--- config.mk ---
export PLATFORM = sky130hd
export DESIGN_NAME = emmc_phy_pwr_seq
export DESIGN_NICKNAME = d
export VERILOG_FILES = /design/src/rtl/emmc_seq_pkg.sv /design/src/rtl/rate_quant.sv /design/src/rtl/seq_timer.sv /design/src/rtl/emmc_phy_pwr_seq.sv
export SDC_FILE = /design/constraint.sdc
export NUM_CORES = 1
export LEC_CHECK = 0
export BUFFER_PORTS_ARGS = -buffer_cell sky130_fd_sc_hd__buf_2
export CAP_MARGIN = 20
export CORE_MARGIN = 2
export CORE_UTILIZATION = 53
export CTS_BUF_LIST = sky130_fd_sc_hd__clkbuf_4 sky130_fd_sc_hd__clkbuf_8
export DETAILED_ROUTE_END_ITERATION = 8
export PLACE_DENSITY = 0.87
export SLEW_MARGIN = 10
export SYNTH_ARGS = -nofsm -noshare
export SYNTH_HDL_FRONTEND = slang
export SYNTH_SLANG_ARGS = --single-unit
export TNS_END_PERCENT = 20
--- constraint.sdc ---
create_clock -name clk -period 2.1 [get_ports clk]
set_input_delay 0.21 -clock clk [delete_from_list [all_inputs] [get_ports clk]]
set_output_delay 0.21 -clock clk [all_outputs]
set_load 0.05 [all_outputs]
--- src/rtl/emmc_seq_pkg.sv ---
package emmc_seq_pkg;

  typedef enum logic [2:0] {
    ST_IDLE   = 3'd0,
    ST_SETTLE = 3'd1,
    ST_CALW   = 3'd2,
    ST_FREQ   = 3'd3,
    ST_DLLON  = 3'd4,
    ST_LOCKW  = 3'd5
  } seq_st_e;

  localparam logic [2:0] DRV_50_OHM  = 3'd6;
  localparam logic [3:0] OTAP_SEL_DF = 4'd4;

  // Nearest 50 MHz band, clamped to 3; bit 2 flags a rate past the top band.
  function automatic logic [2:0] rate_to_code(input int unsigned r);
    logic [2:0] res;
    if (r < 25)       res = 3'b0_00;
    else if (r < 75)  res = 3'b0_01;
    else if (r < 125) res = 3'b0_10;
    else if (r < 175) res = 3'b0_11;
    else              res = 3'b1_11;
    return res;
  endfunction

  function automatic int unsigned max3(input int unsigned a, input int unsigned b,
                                       input int unsigned c);
    int unsigned m;
    m = (a > b) ? a : b;
    return (m > c) ? m : c;
  endfunction

endpackage

--- src/rtl/rate_quant.sv ---
module rate_quant #(
  parameter int RATE_W = 10
) (
  input  logic [RATE_W-1:0] rate,
  output logic [1:0]        code,
  output logic              warn
);
  import emmc_seq_pkg::*;

  logic [2:0] enc;

  always_comb begin
    enc  = rate_to_code(32'(rate));
    code = enc[1:0];
    warn = enc[2];
  end
endmodule

--- src/rtl/seq_timer.sv ---
module seq_timer #(
  parameter int CNT_W = 8
) (
  input  logic             clk,
  input  logic             rst_n,
  input  logic             clr,
  input  logic [CNT_W-1:0] limit,
  output logic             hit
);
  logic [CNT_W-1:0] cnt;

  always_ff @(posedge clk or negedge rst_n) begin
    if (!rst_n)   cnt <= '0;
    else if (clr) cnt <= '0;
    else          cnt <= cnt + 1'b1;
  end

  assign hit = (cnt == limit - CNT_W'(1));
endmodule

--- src/rtl/emmc_phy_pwr_seq.sv ---
module emmc_phy_pwr_seq #(
  parameter int CLK_FREQ_HZ = 200_000_000,
  parameter int RATE_W      = 10,
  parameter int SETTLE_CYC  = CLK_FREQ_HZ / 200_000,
  parameter int CAL_TO_CYC  = CLK_FREQ_HZ / 20_000,
  parameter int DLL_TO_CYC  = CLK_FREQ_HZ / 20
) (
  input  logic              clk,
  input  logic              rst_n,
  input  logic              pwr_on_req,
  input  logic              pwr_off_req,
  input  logic [RATE_W-1:0] rate_mhz,
  input  logic              cal_done,
  input  logic              dll_rdy,
  output logic              phy_pdb,
  output logic              dll_en,
  output logic [1:0]        dll_freq,
  output logic [2:0]        drv_type,
  output logic              otap_en,
  output logic [3:0]        otap_sel,
  output logic              busy,
  output logic              done,
  output logic              err,
  output logic              rate_warn
);
  import emmc_seq_pkg::*;

  localparam int unsigned MAX_CYC = max3(SETTLE_CYC, CAL_TO_CYC, DLL_TO_CYC);
  localparam int CNT_W = $clog2(MAX_CYC + 1);

  seq_st_e st, st_n;
  logic [1:0]       freq_q, freq_code;
  logic             freq_warn;
  logic             tmr_clr, tmr_hit;
  logic [CNT_W-1:0] tmr_lim;

  // Named events for the assertions
  logic on_acc, off_acc, cal_abort, lock_ok, lock_abort, seq_end;

  rate_quant #(.RATE_W(RATE_W)) u_rq (
    .rate (rate_mhz),
    .code (freq_code),
    .warn (freq_warn)
  );

  seq_timer #(.CNT_W(CNT_W)) u_tmr (
    .clk   (clk),
    .rst_n (rst_n),
    .clr   (tmr_clr),
    .limit (tmr_lim),
    .hit   (tmr_hit)
  );

  assign busy    = (st != ST_IDLE);
  assign off_acc = !busy && pwr_off_req;
  assign on_acc  = !busy && pwr_on_req && !pwr_off_req;

  always_comb begin
    case (st)
      ST_SETTLE: tmr_lim = CNT_W'(SETTLE_CYC);
      ST_CALW:   tmr_lim = CNT_W'(CAL_TO_CYC);
      ST_LOCKW:  tmr_lim = CNT_W'(DLL_TO_CYC);
      default:   tmr_lim = '1;
    endcase
  end

  always_comb begin
    st_n       = st;
    tmr_clr    = 1'b0;
    cal_abort  = 1'b0;
    lock_ok    = 1'b0;
    lock_abort = 1'b0;
    case (st)
      ST_IDLE: begin
        tmr_clr = 1'b1;
        if (on_acc) st_n = ST_SETTLE;
      end
      ST_SETTLE: if (tmr_hit) begin
        st_n    = ST_CALW;
        tmr_clr = 1'b1;
      end
      ST_CALW: begin
        if (cal_done) begin
          st_n = ST_FREQ;
        end else if (tmr_hit) begin
          st_n      = ST_IDLE;
          cal_abort = 1'b1;
        end
      end
      ST_FREQ:  st_n = ST_DLLON;
      ST_DLLON: begin
        st_n    = ST_LOCKW;
        tmr_clr = 1'b1;
      end
      ST_LOCKW: begin
        if (dll_rdy) begin
          st_n    = ST_IDLE;
          lock_ok = 1'b1;
        end else if (tmr_hit) begin
          st_n       = ST_IDLE;
          lock_abort = 1'b1;
        end
      end
      default: st_n = ST_IDLE;
    endcase
  end

  assign seq_end = busy && (st_n == ST_IDLE);

  always_ff @(posedge clk or negedge rst_n) begin
    if (!rst_n) begin
      st        <= ST_IDLE;
      phy_pdb   <= 1'b0;
      dll_en    <= 1'b0;
      dll_freq  <= 2'd0;
      drv_type  <= 3'd0;
      otap_en   <= 1'b0;
      otap_sel  <= 4'd0;
      done      <= 1'b0;
      err       <= 1'b0;
      rate_warn <= 1'b0;
      freq_q    <= 2'd0;
    end else begin
      st   <= st_n;
      done <= 1'b0;
      if (off_acc) begin
        phy_pdb   <= 1'b0;
        dll_en    <= 1'b0;
        done      <= 1'b1;
        err       <= 1'b0;
        rate_warn <= 1'b0;
      end
      if (on_acc) begin
        phy_pdb   <= 1'b0;
        dll_en    <= 1'b0;
        drv_type  <= DRV_50_OHM;
        otap_en   <= 1'b0;
        otap_sel  <= OTAP_SEL_DF;
        err       <= 1'b0;
        rate_warn <= freq_warn;
        freq_q    <= freq_code;
      end
      if (st == ST_SETTLE && tmr_hit) phy_pdb  <= 1'b1;
      if (st == ST_FREQ)              dll_freq <= freq_q;
      if (st == ST_DLLON)             dll_en   <= 1'b1;
      if (lock_ok) done <= 1'b1;
      if (cal_abort || lock_abort) begin
        done   <= 1'b1;
        err    <= 1'b1;
        dll_en <= 1'b0;
      end
    end
  end

  // Checker state: cycles phy_pdb has been low since the last accepted power-on
  logic [CNT_W-1:0] low_run;
  always_ff @(posedge clk or negedge rst_n) begin
    if (!rst_n)                          low_run <= '0;
    else if (on_acc)                     low_run <= '0;
    else if (!phy_pdb && low_run != '1)  low_run <= low_run + 1'b1;
  end

  p_off_done_r2: assert property (@(posedge clk) disable iff (!rst_n)
    off_acc |=> (done && !busy && !phy_pdb && !dll_en && !err));

  p_on_cfg_r3: assert property (@(posedge clk) disable iff (!rst_n)
    on_acc |=> (drv_type == DRV_50_OHM && otap_sel == OTAP_SEL_DF && !otap_en
                && !phy_pdb && !dll_en && busy));

  p_settle_len_r4: assert property (@(posedge clk) disable iff (!rst_n)
    $rose(phy_pdb) |-> (low_run >= CNT_W'(SETTLE_CYC)));

  p_err_with_done_r5: assert property (@(posedge clk) disable iff (!rst_n)
    $rose(err) |-> done);

  p_freq_hold_r7: assert property (@(posedge clk) disable iff (!rst_n)
    dll_en |=> (!dll_en || $stable(dll_freq)));

  p_dll_needs_pdb_r8: assert property (@(posedge clk) disable iff (!rst_n)
    dll_en |-> phy_pdb);

  p_busy_ignore_r11: assert property (@(posedge clk) disable iff (!rst_n)
    (busy && !seq_end && (pwr_on_req || pwr_off_req)) |=> (busy && !done));

endmodule

==> PnR_summary.wiki <==
{| class="wikitable"
! Metric !! Value
|-
| Status || finished, violations left
|-
| Violated checks || negative setup slack
|-
| H-tree levels || 2
|-
| Clock tree from TritonCTS || built
|-
| Period utilisation layout || 104%
|-
| Fin cells || 305
|-
| Worst-case setup slack after placement || -0.0634 ns
|-
| Site Rows || 22
|-
| Number of buffers added for setup after CTS || 0
|-
| Mux contribution to synthesized area || ~1.6%
|-
| Share of final-layout standard cells stronger than drive strength 1 || about 23%
|-
| Cell Count Post-Placement || about 300
|-
| Leading cell types in the layout, fill and taps excluded || 37 x dfrtp_1, 26 x buf_2, 16 x nor2_1
|-
| Core utilization of the finished layout || between 60% and 70%
|-
| Unrepaired setup endpoints after global routing || yes
|-
| Area occupied by multi-input gates || between 0.001 and 0.0015 mm²
|-
| Max-cap check violation count || 0
|-
| DRC viols || 0
|-
| Standby leakage power || around 1.0 nW
|-
| Most common cell after layout, fill and taps aside || dfrtp_1
|-
| Main combinational cell family by area after synthesis || simple AND/OR/NAND/NOR gates
|-
| Pwr Total || about 1.7 mW
|-
| Data required time of the critical path || about 2.3 ns
|-
| Mapped Cells || ~220
|-
| Sequential standard cell area || approximately 930 µm²
|-
| Later-pin clock latency in the skew report || about 0.29 ns
|-
| Starting utilization of the core area || between 50% and 60%
|-
| FF-to-FF path depth || 5
|-
| Final worst hold slack || roughly 0.0043 ns
|-
| I/O pin count || 32
|-
| Count of routing violations after the opening detailed-route iteration || roughly 150
|-
| CTS root buf || clkbuf_8
|-
| Instance area at placement || 0.00228 mm²
|-
| # fillers || ~300
|-
| Parity-gate share of the synthesized area counting xor and xnor cells || under 10%
|-
| Pin count of the biggest net entering global routing || 38
|-
| Library cells used by synthesis || 48
|-
| Number of sinks driven by the clock tree || 37
|-
| Number of global-route vias before repair || roughly 1800
|-
| Synth warn || 0
|-
| Share of the synthesized area in compound gates (AO/OA/AOI/OAI) || about 14%
|-
| Gr usage total || 22.9%
|-
| Ys flop type || dfrtp_1
|-
| Count of endpoints failing setup in the final report || 13
|-
| DIE WIDTH || between 60 and 70 µm
|-
| Leftover overflow at the end of global routing || 0
|-
| Adder-cell share of the synthesized area || less than 1%
|-
| Inserted Clock Buffers || 5
|-
| Kind of start point of the critical path || register
|-
| Number of buffer cells added on primary ports || 26
|-
| Worst Clk Skew || ~0.006 ns
|-
| Design Area, Final || between 0.002 and 0.0025 mm²
|-
| PwrDens || roughly 720 mW/mm²
|-
| Post-synthesis share of cell area spent on and, or, nand and nor gates || about 25%
|-
| Worst-case register-to-register setup slack || -0.09 ns
|-
| Max_slew headroom || 46.1%
|-
| Antenna diode count || 0
|-
| Kind of path behind the tightest hold check || in2async
|-
| First-pass detailed-route iteration total || 5
|-
| Mean post-synth cell area || 9.32 µm²
|-
| Number of hold-repair buffers added at the cts stage || 0
|-
| Vertical die dimension || approximately 67 µm
|-
| Reg clk slew, reported paths || approximately 0.07 ns
|-
| Final critical-path required period || about 2.2 ns
|-
| Number of flops mapped to enable cells by yosys || 0
|-
| Leading cell types by total area after synthesis || dfrtp_1 45%, xnor2_1 4.6%, nor3_1 3.4%
|-
| Async set-or-reset flop fraction in the synthesized netlist || 100%
|-
| Final Net Count || ~270
|-
| Wire per inst || between 10 and 15 µm
|-
| Post-synthesis register bit count || 37
|-
| Transition time at the pin with the least slew margin || between 0.8 and 0.9 ns
|-
| Area growth from synthesis to layout || 16.1%
|-
| Maximum ir drop on the vdd rail || roughly 0.00037 V
|-
| Number of max-slew violations in the final report || 0
|-
| Area share of the leading cell type in the synthesized netlist || 44.6%
|-
| Post-DP HPWL || 3190 µm
|-
| Worst path setup slack after routing || -0.0858 ns
|-
| Wirelength, routed || roughly 4500 µm
|-
| Peak fanout along the critical path || 5
|-
| Kind of critical path || reg2reg
|-
| Floorplan Core Area || ~0.0037 mm²
|-
| Achievable clock frequency || roughly 0.46 GHz
|-
| Setup TNS Final || -0.361 ns
|-
| Type of element capturing the critical path || register
|-
| Data arrival, critical path || approximately 2.4 ns
|-
| First-pass GRT wire length || around 7700 µm
|-
| DIE AREA || 0.00444 mm²
|-
| Clock buffer depth || 2
|-
| Detail Route Antenna Nets || 0
|-
| Endpoint of the lowest-slack register-to-register path || dll_en$_DFFE_PN0P_
|-
| Initial antenna violation count || 0
|-
| Mapped Area || approximately 0.0021 mm²
|-
| Placer Congestion || between 0.8 and 0.9
|-
| Final Hold Viols || 0
|-
| Beginning of the worst register-to-register path || st[1]$_DFFE_PN0P_
|-
| Per-cell via count in the routed design || between 5 and 6
|-
| Sequential-to-total area share from yosys stat || 44.6%
|-
| Largest area contributor in the netlist || dfrtp_1
|-
| Number of vias after detailed routing || between 1500 and 2000
|}
[registers in the layout, summed over array words and instances, names as in the netlist]
signal	cells
freq_q	2
dll_en	1
done	1
dll_freq	2
drv_type	1
phy_pdb	1
err	1
rate_warn	1
st	3
u_tmr.cnt	24
[how the worst max path moves through the flow]
stage,from,endpoint,slack (ns),depth (start not counted)
final,st[1]$_DFFE_PN0P_,dll_en$_DFFE_PN0P_,-0.09,5
after global routing,st[1]$_DFFE_PN0P_,dll_en$_DFFE_PN0P_,-0.14,5
after CTS,st[1]$_DFFE_PN0P_,dll_en$_DFFE_PN0P_,-0.07,5
after detailed placement,st[1]$_DFFE_PN0P_,dll_en$_DFFE_PN0P_,-0.06,5
after global placement,st[1]$_DFFE_PN0P_,dll_en$_DFFE_PN0P_,-0.04,5
after floorplan,st[2]$_DFFE_PN0P_,dll_en$_DFFE_PN0P_,-0.12,6
[timing repair]
action	CTS	global route
endpoints found under the hold margin	0	0
endpoints found under the setup margin	14	18
resized for setup	1	7
pin swaps	0	1
[logic make-up after synthesis]
family	count (synthesis)
adders and majority gates	1
AOI/OAI and AO/OA	44
xor gates and xnor gates	19
muxes	3
DFF	37
buffers and inverters	25
and+or+nand+nor	93
other	1
[power by group]
| part | internal [mW] | switching, mW | total [mW] |
|---|---|---|---|
| sequential | 0.789 | 0.101 | 0.890 |
| clock | 0.273 | 0.245 | 0.518 |
| combinational | 0.133 | 0.185 | 0.318 |
| total | 1.20 | 0.531 | 1.73 |
[critical path, stage by stage, from the launching register on]
cell and delay [ns]:
dfrtp_1 0.38, or3b_4 0.39, or3_4 0.32, a221o_1 0.39, or3_4 0.44, a2bb2oi_1 0.15
[cell usage after synthesis, types with 2 or more instances]
cell / count
dfrtp_1: 37
nor2_1: 16
nand2b_1: 3
a2111oi_0: 2
clkbuf_1: 6
o41ai_1: 2
nor3_1: 14
nand3_1: 8
and4_1: 2
nor3b_1: 3
o21ai_1: 2
inv_1: 11
nor4_1: 6
or2_2: 2
o2111ai_1: 2
o22ai_1: 2
a211o_1: 3
nand2_1: 15
mux2_2: 3
a21oi_1: 10
xnor2_1: 11
or3_1: 8
nand4_1: 7
xor2_1: 8
buf_4: 7
o21ai_0: 10
or4_1: 2
[per-layer routing]
metal	vias to the layer above	global-route usage, %	share of wire [%]
met4	0	9.44	1.8
li1	869	-	-
met1	872	28.3	46
met3	12	4.56	3.8
met5	-	0	0
met2	40	38.8	48
[cell type report]
cell class,count,share of cell area [%]
Timing Repair Buffer,37,8.97
Sequential cell,37,38.4
Tap cell,48,2.49
Inverter,11,1.71
Clock buffer,7,3.73
Multi-Input combinational cell,165,44.7
Note: power is estimated with default switching activity, not from simulation.
